[config.mk]
export PLATFORM = sky130hd
export DESIGN_NAME = vcnt_unit
export DESIGN_NICKNAME = d
export VERILOG_FILES = /design/src/rtl/vcnt_pkg.sv /design/src/rtl/vcnt_decode.sv /design/src/rtl/vcnt_popcnt.sv /design/src/rtl/vcnt_ctrl.sv /design/src/rtl/vcnt_unit.sv
export SDC_FILE = /design/constraint.sdc
export NUM_CORES = 1
export LEC_CHECK = 0
export ABC_AREA = 1
export BUFFER_PORTS_ARGS = -buffer_cell sky130_fd_sc_hd__buf_2
export CELL_PAD_IN_SITES_DETAIL_PLACEMENT = 0
export CELL_PAD_IN_SITES_GLOBAL_PLACEMENT = 2
export CORE_ASPECT_RATIO = 0.7
export CORE_UTILIZATION = 26
export CTS_BUF_LIST = sky130_fd_sc_hd__clkbuf_16
export CTS_CLUSTER_SIZE = 10
export DETAILED_ROUTE_END_ITERATION = 6
export MAX_ROUTING_LAYER = met4
export PLACE_DENSITY_LB_ADDON = 0.1
export SLEW_MARGIN = 20
export SYNTH_ARGS = -nofsm -noshare
export SYNTH_HDL_FRONTEND = slang
export SYNTH_SLANG_ARGS = --single-unit
[constraint.sdc]
create_clock -name clk_i -period 1.56 [get_ports clk_i]
set_clock_uncertainty 0.2 [all_clocks]
set_input_delay 0.078 -clock clk_i [delete_from_list [all_inputs] [get_ports clk_i]]
set_output_delay 0.078 -clock clk_i [all_outputs]
set_load 0.02 [all_outputs]
[src/rtl/vcnt_pkg.sv]
package vcnt_pkg;
  localparam int unsigned INSN_W = 32;
  localparam int unsigned IDX_W  = 5;

  typedef enum logic [2:0] {
    ST_IDLE,
    ST_RD0,
    ST_WR0,
    ST_RD1,
    ST_WR1,
    ST_DONE
  } vcnt_state_e;

  typedef struct packed {
    logic             mine;
    logic             undef;
    logic             pair;
    logic [IDX_W-1:0] dst;
    logic [IDX_W-1:0] src;
  } vcnt_dec_t;
endpackage

[src/rtl/vcnt_decode.sv]
module vcnt_decode
  import vcnt_pkg::*;
(
  input  logic [INSN_W-1:0] insn_i,
  input  logic              isa_sel_i,
  input  logic              en_i,
  output vcnt_dec_t         dec_o
);
  localparam logic [8:0] TOP_A = 9'b111100111;
  localparam logic [8:0] TOP_B = 9'b111111111;

  logic       top_ok, fix_ok;
  logic [1:0] size;
  logic       q, d_hi, m_hi;
  logic [3:0] vd, vm;

  assign size = insn_i[19:18];
  assign q    = insn_i[6];
  assign d_hi = insn_i[22];
  assign m_hi = insn_i[5];
  assign vd   = insn_i[15:12];
  assign vm   = insn_i[3:0];

  assign top_ok = (insn_i[31:23] == (isa_sel_i ? TOP_B : TOP_A));
  assign fix_ok = (insn_i[21:20] == 2'b11) && (insn_i[17:16] == 2'b00) &&
                  (insn_i[11:7] == 5'b01010) && !insn_i[4];

  always_comb begin
    dec_o.mine  = top_ok && fix_ok;
    dec_o.undef = !en_i || (size != 2'b00) || (q && (vd[0] || vm[0]));
    dec_o.pair  = q;
    dec_o.dst   = {d_hi, vd};
    dec_o.src   = {m_hi, vm};
  end
endmodule

[src/rtl/vcnt_popcnt.sv]
module vcnt_popcnt #(
  parameter int unsigned ELEM_W = 8,
  parameter int unsigned ELEMS  = 8,
  localparam int unsigned REG_W = ELEM_W * ELEMS
) (
  input  logic [REG_W-1:0] src_i,
  output logic [REG_W-1:0] cnt_o
);
  for (genvar e = 0; e < ELEMS; e++) begin : g_lane
    logic [ELEM_W-1:0] acc;
    always_comb begin
      acc = '0;
      for (int b = 0; b < ELEM_W; b++)
        acc = acc + {{(ELEM_W-1){1'b0}}, src_i[e*ELEM_W+b]};
    end
    assign cnt_o[e*ELEM_W +: ELEM_W] = acc;
  end
endmodule

[src/rtl/vcnt_ctrl.sv]
module vcnt_ctrl
  import vcnt_pkg::*;
(
  input  logic             clk_i,
  input  logic             rst_ni,
  input  logic             start_i,
  input  vcnt_dec_t        dec_i,
  output vcnt_state_e      state_o,
  output logic [IDX_W-1:0] src_o,
  output logic [IDX_W-1:0] dst_o,
  output logic             undef_o,
  output logic             nm_o
);
  vcnt_state_e state_q, state_d;
  logic        pair_q;

  always_comb begin
    state_d = state_q;
    unique case (state_q)
      ST_IDLE: if (start_i) state_d = (!dec_i.mine || dec_i.undef) ? ST_DONE : ST_RD0;
      ST_RD0:  state_d = ST_WR0;
      ST_WR0:  state_d = pair_q ? ST_RD1 : ST_DONE;
      ST_RD1:  state_d = ST_WR1;
      ST_WR1:  state_d = ST_DONE;
      ST_DONE: state_d = ST_IDLE;
      default: state_d = ST_IDLE;
    endcase
  end

  always_ff @(posedge clk_i or negedge rst_ni) begin
    if (!rst_ni) begin
      state_q <= ST_IDLE;
      pair_q  <= 1'b0;
      src_o   <= '0;
      dst_o   <= '0;
      undef_o <= 1'b0;
      nm_o    <= 1'b0;
    end else begin
      state_q <= state_d;
      if (state_q == ST_IDLE && start_i) begin
        pair_q  <= dec_i.pair;
        src_o   <= dec_i.src;
        dst_o   <= dec_i.dst;
        nm_o    <= !dec_i.mine;
        undef_o <= dec_i.mine && dec_i.undef;
      end
    end
  end

  assign state_o = state_q;
endmodule

[src/rtl/vcnt_unit.sv]
module vcnt_unit
  import vcnt_pkg::*;
#(
  parameter int unsigned ELEM_W = 8,
  parameter int unsigned ELEMS  = 8,
  localparam int unsigned REG_W = ELEM_W * ELEMS
) (
  input  logic              clk_i,
  input  logic              rst_ni,
  input  logic              start_i,
  input  logic [INSN_W-1:0] insn_i,
  input  logic              isa_sel_i,
  input  logic              en_i,
  output logic              busy_o,
  output logic              done_o,
  output logic              undef_o,
  output logic              not_mine_o,
  output logic [IDX_W-1:0]  rf_raddr_o,
  input  logic [REG_W-1:0]  rf_rdata_i,
  output logic              rf_we_o,
  output logic [IDX_W-1:0]  rf_waddr_o,
  output logic [REG_W-1:0]  rf_wdata_o
);
  localparam logic [IDX_W-1:0] IDX_ONE = 1;

  vcnt_dec_t        dec;
  vcnt_state_e      state;
  logic [IDX_W-1:0] src_q, dst_q;
  logic             undef_q, nm_q;
  logic [REG_W-1:0] cnt, cnt_q;

  vcnt_decode u_dec (
    .insn_i    (insn_i),
    .isa_sel_i (isa_sel_i),
    .en_i      (en_i),
    .dec_o     (dec)
  );

  vcnt_ctrl u_ctrl (
    .clk_i   (clk_i),
    .rst_ni  (rst_ni),
    .start_i (start_i),
    .dec_i   (dec),
    .state_o (state),
    .src_o   (src_q),
    .dst_o   (dst_q),
    .undef_o (undef_q),
    .nm_o    (nm_q)
  );

  vcnt_popcnt #(.ELEM_W(ELEM_W), .ELEMS(ELEMS)) u_pop (
    .src_i (rf_rdata_i),
    .cnt_o (cnt)
  );

  // result register breaks the read-to-write path
  always_ff @(posedge clk_i or negedge rst_ni) begin
    if (!rst_ni)                                 cnt_q <= '0;
    else if (state == ST_RD0 || state == ST_RD1) cnt_q <= cnt;
  end

  assign rf_raddr_o = (state == ST_RD1) ? src_q + IDX_ONE : src_q;
  assign rf_we_o    = (state == ST_WR0) || (state == ST_WR1);
  assign rf_waddr_o = (state == ST_WR1) ? dst_q + IDX_ONE : dst_q;
  assign rf_wdata_o = cnt_q;

  assign busy_o     = (state != ST_IDLE);
  assign done_o     = (state == ST_DONE);
  assign undef_o    = done_o && undef_q;
  assign not_mine_o = done_o && nm_q;
endmodule

* Word-level counts from Yosys, hierarchy flattened
Cells that the tools add are included.
** Storage, ports and cells
- Logic and storage cells :: 103
- Flip-flop bits (word level) :: 80
** Operators by class
- Muxes and demuxes :: 7
- Reductions and logical operators :: 22
- Eq/ne operators :: 9
- $add $sub $neg :: 58
** Operators with widths (count)
- $add A8 B1 Y8 :: 48
- $add A1 B1 Y2 :: 8
- $mux W5 :: 3
- $pmux W3 S5 :: 1
- $add A5 B1 Y5 const B :: 2
- $eq A9 B9 Y1 :: 1
- $logic_and A1 B1 Y1 :: 9
- $mux W3 :: 3
- $eq A3 B2 Y1 const B :: 2
- $eq A3 B3 Y1 const B :: 2
- $logic_or A1 B1 Y1 :: 6
- $eq A5 B4 Y1 const B :: 1
- $eq A3 B1 Y1 const B :: 1
- $logic_not A1 Y1 :: 3
- $logic_not A3 Y1 :: 1
- $reduce_bool A3 Y1 :: 1
- $eq A2 B2 Y1 const B :: 1
- $logic_not A2 Y1 :: 1
- $ne A2 B2 Y1 const B :: 1
- $reduce_bool A2 Y1 :: 1

* Depth between registers and ports, before layout
- Word-level depth :: 10
- Mapped depth :: 10
- Mapped depth without buffers :: 10

* Cells and area by module
Synthesis repeated with hierarchy kept, for this count alone.
** Unflattened totals
- Cell total of the unflattened synthesis :: 699
- Area total of the unflattened synthesis :: 5457.7 sq um
** By module, submodules not included
- vcnt_unit :: times used 1, area an instance 2827.7 sq um, cells each 341
- vcnt_popcnt :: times used 1, area an instance 1761.7 sq um, cells each 240
- vcnt_ctrl :: times used 1, area an instance 664.4 sq um, cells each 76
- vcnt_decode :: times used 1, area an instance 203.9 sq um, cells each 42

* Worst setup path after synthesis
OpenSTA, ideal clock, no wires.
- Kind :: in2reg
- Start :: in rf_rdata_i[16]
- End :: reg cnt_q[18], in the netlist rf_wdata_o[18]
- Setup time :: 0.083 ns
- Stages :: 8
- Data required time :: 1.277 ns
- Setup slack :: -1.051 ns
- Arrival :: 2.329 ns
- Buffers on the path :: 0
- Path through :: ha_1 > inv_1 > fa_1 > fa_1 > fa_1 > fa_1 > xor2_1 > o21ai_0
** Between the ends
- Word-level cells in the longest chain between the ends :: 7
** RTL lines
- from (decl) :: line vcnt_unit.sv:19 : input logic [REG_W-1:0] rf_rdata_i,
- $add A1 B1 Y2 :: line vcnt_popcnt.sv:14 : acc = acc + {{(ELEM_W-1){1'b0}}, src_i[e*ELEM_W+b]};
- $add A8 B1 Y8 (6 in series) :: line vcnt_popcnt.sv:14
- to (signal assigned) :: line vcnt_unit.sv:59 : else if (state == ST_RD0 || state == ST_RD1) cnt_q <= cnt;
- to (decl) :: line vcnt_unit.sv:30 : logic [REG_W-1:0] cnt, cnt_q;
No other way between the ends.
A chain may end at the register's enable or synchronous reset.

* Worst setup path in the final report
- Start :: in rf_rdata_i[25]
- End :: reg cnt_q[25], in the netlist rf_wdata_o[25]
Same word-level chain as after synthesis.

==> run_results.csv <==
group,metric,value,unit
setup_path,crit_path_max_incr_delay,0.52,ns
floorplan,initial_utilization,26.93,%
clock_tree,path_clk_slew,0.07,ns
yosys,ys_top_cells_by_area,"dfrtp_1 (32%), fa_1 (17%), inv_1 (9.9%), nand2_1 (9.6%), ha_1 (8.6%)",
timing,finalCritPeriodShare,154.7,%
setup_path,worstPathMaxFanout,2,
global_routing,use_met2,19.05,%
final_layout,drive_above_1_share,44.90,%
yosys,syn_avg_cell_area,8.628,µm²
yosys,synth_top_area_share,31.64,%
yosys,ys_types,29,
timing,fmax,414.4,MHz
setup_path,crit_path_cell_trace,"buf_6 -> ha_4 -> inv_2 -> fa_1 -> fa_1 -> inv_1 -> fa_2 -> inv_2 -> fa_2 -> o21ai_2",
timing,final_max_slew_viol_count,0,
detailed_routing,first_pass_iters,4,
yosys,synth-edff-count,0,
yosys,async_flop_share,100.0,%
timing,period_minus_slack,2.413,ns
detailed_routing,vias_per_cell,3.843,
detailed_routing,routed_wl,9217,µm
yosys,syn_inst,440,
clock_tree,numCtsBuffers,5,
setup_path,crit_slowest_cell,"fa_1",
global_routing,grt_max_degree,49,
placement,place_congestion,0.7162,
setup_path,r2r_cells,7,
yosys,ys_top_cells_by_count,"inv_1 (100), nand2_1 (97), dfrtp_1 (48)",
timing,finalHoldViolCount,1,
global_routing,antenna_found_initial,0,
setup_path,required,1.58,ns
yosys,yosysSeqAreaShare,31.64,%
hold_path,hold_depth,4,
yosys,syn_area,3796,µm²
timing,fin_ws,-0.8533,ns
yosys,yosys_warnings,0,
placement,hpwl,7208,µm
floorplan,die_w,146.4,µm
floorplan,core,14100,µm²
setup_path,worstPathArrival,2.43,ns
yosys,synth.largest_area_cell,"dfrtp_1",
detailed_routing,wl_per_cell,11.13,µm
hold_path,min-delay-start,"rf_rdata_i[29]",
detailed_routing,drc,0,
global_routing,first_global_vias,2978,
yosys,ys_ff_latch,48,
global_routing,grt_use_total,12.45,%
clock_tree,cts_sinks,48,
floorplan,fp-row-count,36,
detailed_routing,drt_iter0_markers,59,
final_layout,nNetsFinal,797,
placement,portBuffers,147,
setup_path,path_buf_inv,4,
timing,rsz0062_at_grt,"true",
clock_tree,h-tree-depth,2,
global_routing,use_met1,16.83,%
timing,setup_violations,56,
final_layout,stdcell_count,828,
clock_tree,clk_latency,0.29,ns
yosys,synth.most_common_cell,"inv_1",
yosys,synth_top_flop_cell,"dfrtp_1",
detailed_routing,postRouteAntennaNets,0,
clock_tree,cts-root-buf,"clkbuf_16",
hold_path,hold_path_class,"in -> reg",
global_routing,overflow,0,
power,power.density,1479,nW/µm²
outcome,violations,"hold timing, setup timing",
floorplan,die_h,103.1,µm
final_layout,area_delta_synth_final,53.00,%
floorplan,dieArea,15100,µm²
setup_path,r2r_start,"u_ctrl.state_o[0]",
power,max-vdd-ir-drop,0.0006356,V
placement,dp_cells,782,
hold_path,hold_end,"rf_wdata_o[24]",
power,finalPower,8.589,mW
detailed_routing,vias,3182,
setup_path,ff2ff_setup_slack,-0.06,ns
outcome,status,"finished, violations left",
final_layout,utilization,41.20,%
global_routing,grt_pass1_wl,14170,µm
clock_tree,cts_max_path_buffers,2,
setup_path,end_kind,"flip-flop",
setup_path,start_kind,"input port",
clock_tree,cts_tree,"yes",
flow_run,max-cap-violations,0,
timing,fin_tns_setup,-22.54,ns
setup_path,path_class,"in -> reg",
final_layout,final_design_area_no_fill,5808,µm²
setup_path,path_delay_family,"adder cells",
power,power_leakage,3.143,nW
floorplan,io_pins,180,
setup_path,r2r-end,"rf_wdata_o[59]",
placement,pre_cts_ws,-1.230,ns
global_routing,grtUsageMet3,2.345,%
global_routing,grt.busiest_layer,"met2",
timing,hold_ws,-0.009790,ns
placement,placed_cell_area,4847,µm²
-- repair_timing --
| item | in CTS | in global routing |
|---|---|---|
| hold buffers | 17 | 0 |
| buffers inserted | 13 | 16 |
| setup endpoints to repair | 46 | 62 |
| hold endpoints to repair | 64 | 0 |
| gates cloned | 0 | 1 |
| pin swaps | 18 | 38 |
| resized for setup | 65 | 69 |
-- layout make-up --
type                    instances  area (µm²)
repair inverters                1       8.758
multi-input cells             279        2365
well taps                     190       237.7
clock buffers                   5       125.1
diodes                          1       2.502
inverters                     105       409.1
fillers                      1441        8290
clock inverters                 1       30.03
repair buffers                198        1428
flip-flops and latches         48        1202
-- registers in the layout (all words and copies together), names as in the netlist --
| register | flops |
|---|---|
| u_ctrl.nm_o | 1 |
| u_ctrl.state_o | 3 |
| u_ctrl.src_o | 5 |
| u_ctrl.pair_q | 1 |
| u_ctrl.undef_o | 1 |
| u_ctrl.dst_o | 5 |
| rf_wdata_o | 32 |
-- worst register-to-register path, delay by kind of cell, from the launching register on --
family | cells | cell delay, ns
flip-flops | 1 | 0.43
AO/OA/AOI/OAI | 1 | 0.15
buffers and inverters | 4 | 0.63
AND/OR/NAND/NOR | 2 | 0.14
-- cell families (layout without fill, tap and decap cells) --
logic type	count (synthesis)	in the layout	share of synthesized area (%)
AOI/OAI and AO/OA	43	43	5.966
xor gates and xnor gates	16	16	3.691
adders and majority gates	58	58	25.44
buffers and inverters	144	310	18.09
DFF	48	48	31.64
muxes	1	1	0.2966
other	1	33	0.09878
and+or+nand+nor	129	129	14.77
-- layer usage --
layer / vias to the layer above / share of wire (%)
met3: 7 / 4.9
li1: 1640 / -
met5: - / 0
met1: 1431 / 50
met4: 0 / 0.80
met2: 104 / 45
-- cell usage in the layout, fill, tap and decap left out, types with 2 or more instances in the layout --
master	netlist	final
nor2_1	15	10
inv_2	5	19
ha_4	0	8
buf_12	0	3
nand4_1	2	2
conb_1	1	32
nand2_4	3	3
xor2_1	11	11
ha_1	26	18
dlygate4sd3_1	0	17
fa_2	0	16
dfrtp_1	48	47
o21ai_2	0	4
inv_1	100	82
buf_6	2	37
nand2_8	0	2
buf_4	34	22
xnor2_1	5	4
nand3_1	6	4
nand3_2	1	2
buf_2	3	117
nor2_4	2	7
a21oi_2	1	8
o21ai_1	6	26
fa_1	32	16
buf_8	0	2
inv_4	0	3
nand2_1	97	78
nand2_2	0	17
clkbuf_16	0	5
-- power by group --
group / switching [mW] / internal [mW]
clock network: 0.456 / 0.739
logic: 2.91 / 2.30
registers: 0.397 / 1.79
total: 3.76 / 4.83
-- worst max-delay path by stage --
stage | depth (start not counted) | from | slack, ns | to
floorplan | 8 | rf_rdata_i[17] | -0.98 | rf_wdata_o[18]
global placement | 10 | rf_rdata_i[25] | -1.18 | rf_wdata_o[25]
detailed placement | 9 | rf_rdata_i[17] | -1.23 | rf_wdata_o[18]
CTS | 10 | rf_rdata_i[25] | -0.86 | rf_wdata_o[25]
global route | 10 | rf_rdata_i[25] | -0.93 | rf_wdata_o[25]
finish | 10 | rf_rdata_i[25] | -0.85 | rf_wdata_o[25]
Note: power is estimated with default switching activity, not from simulation.
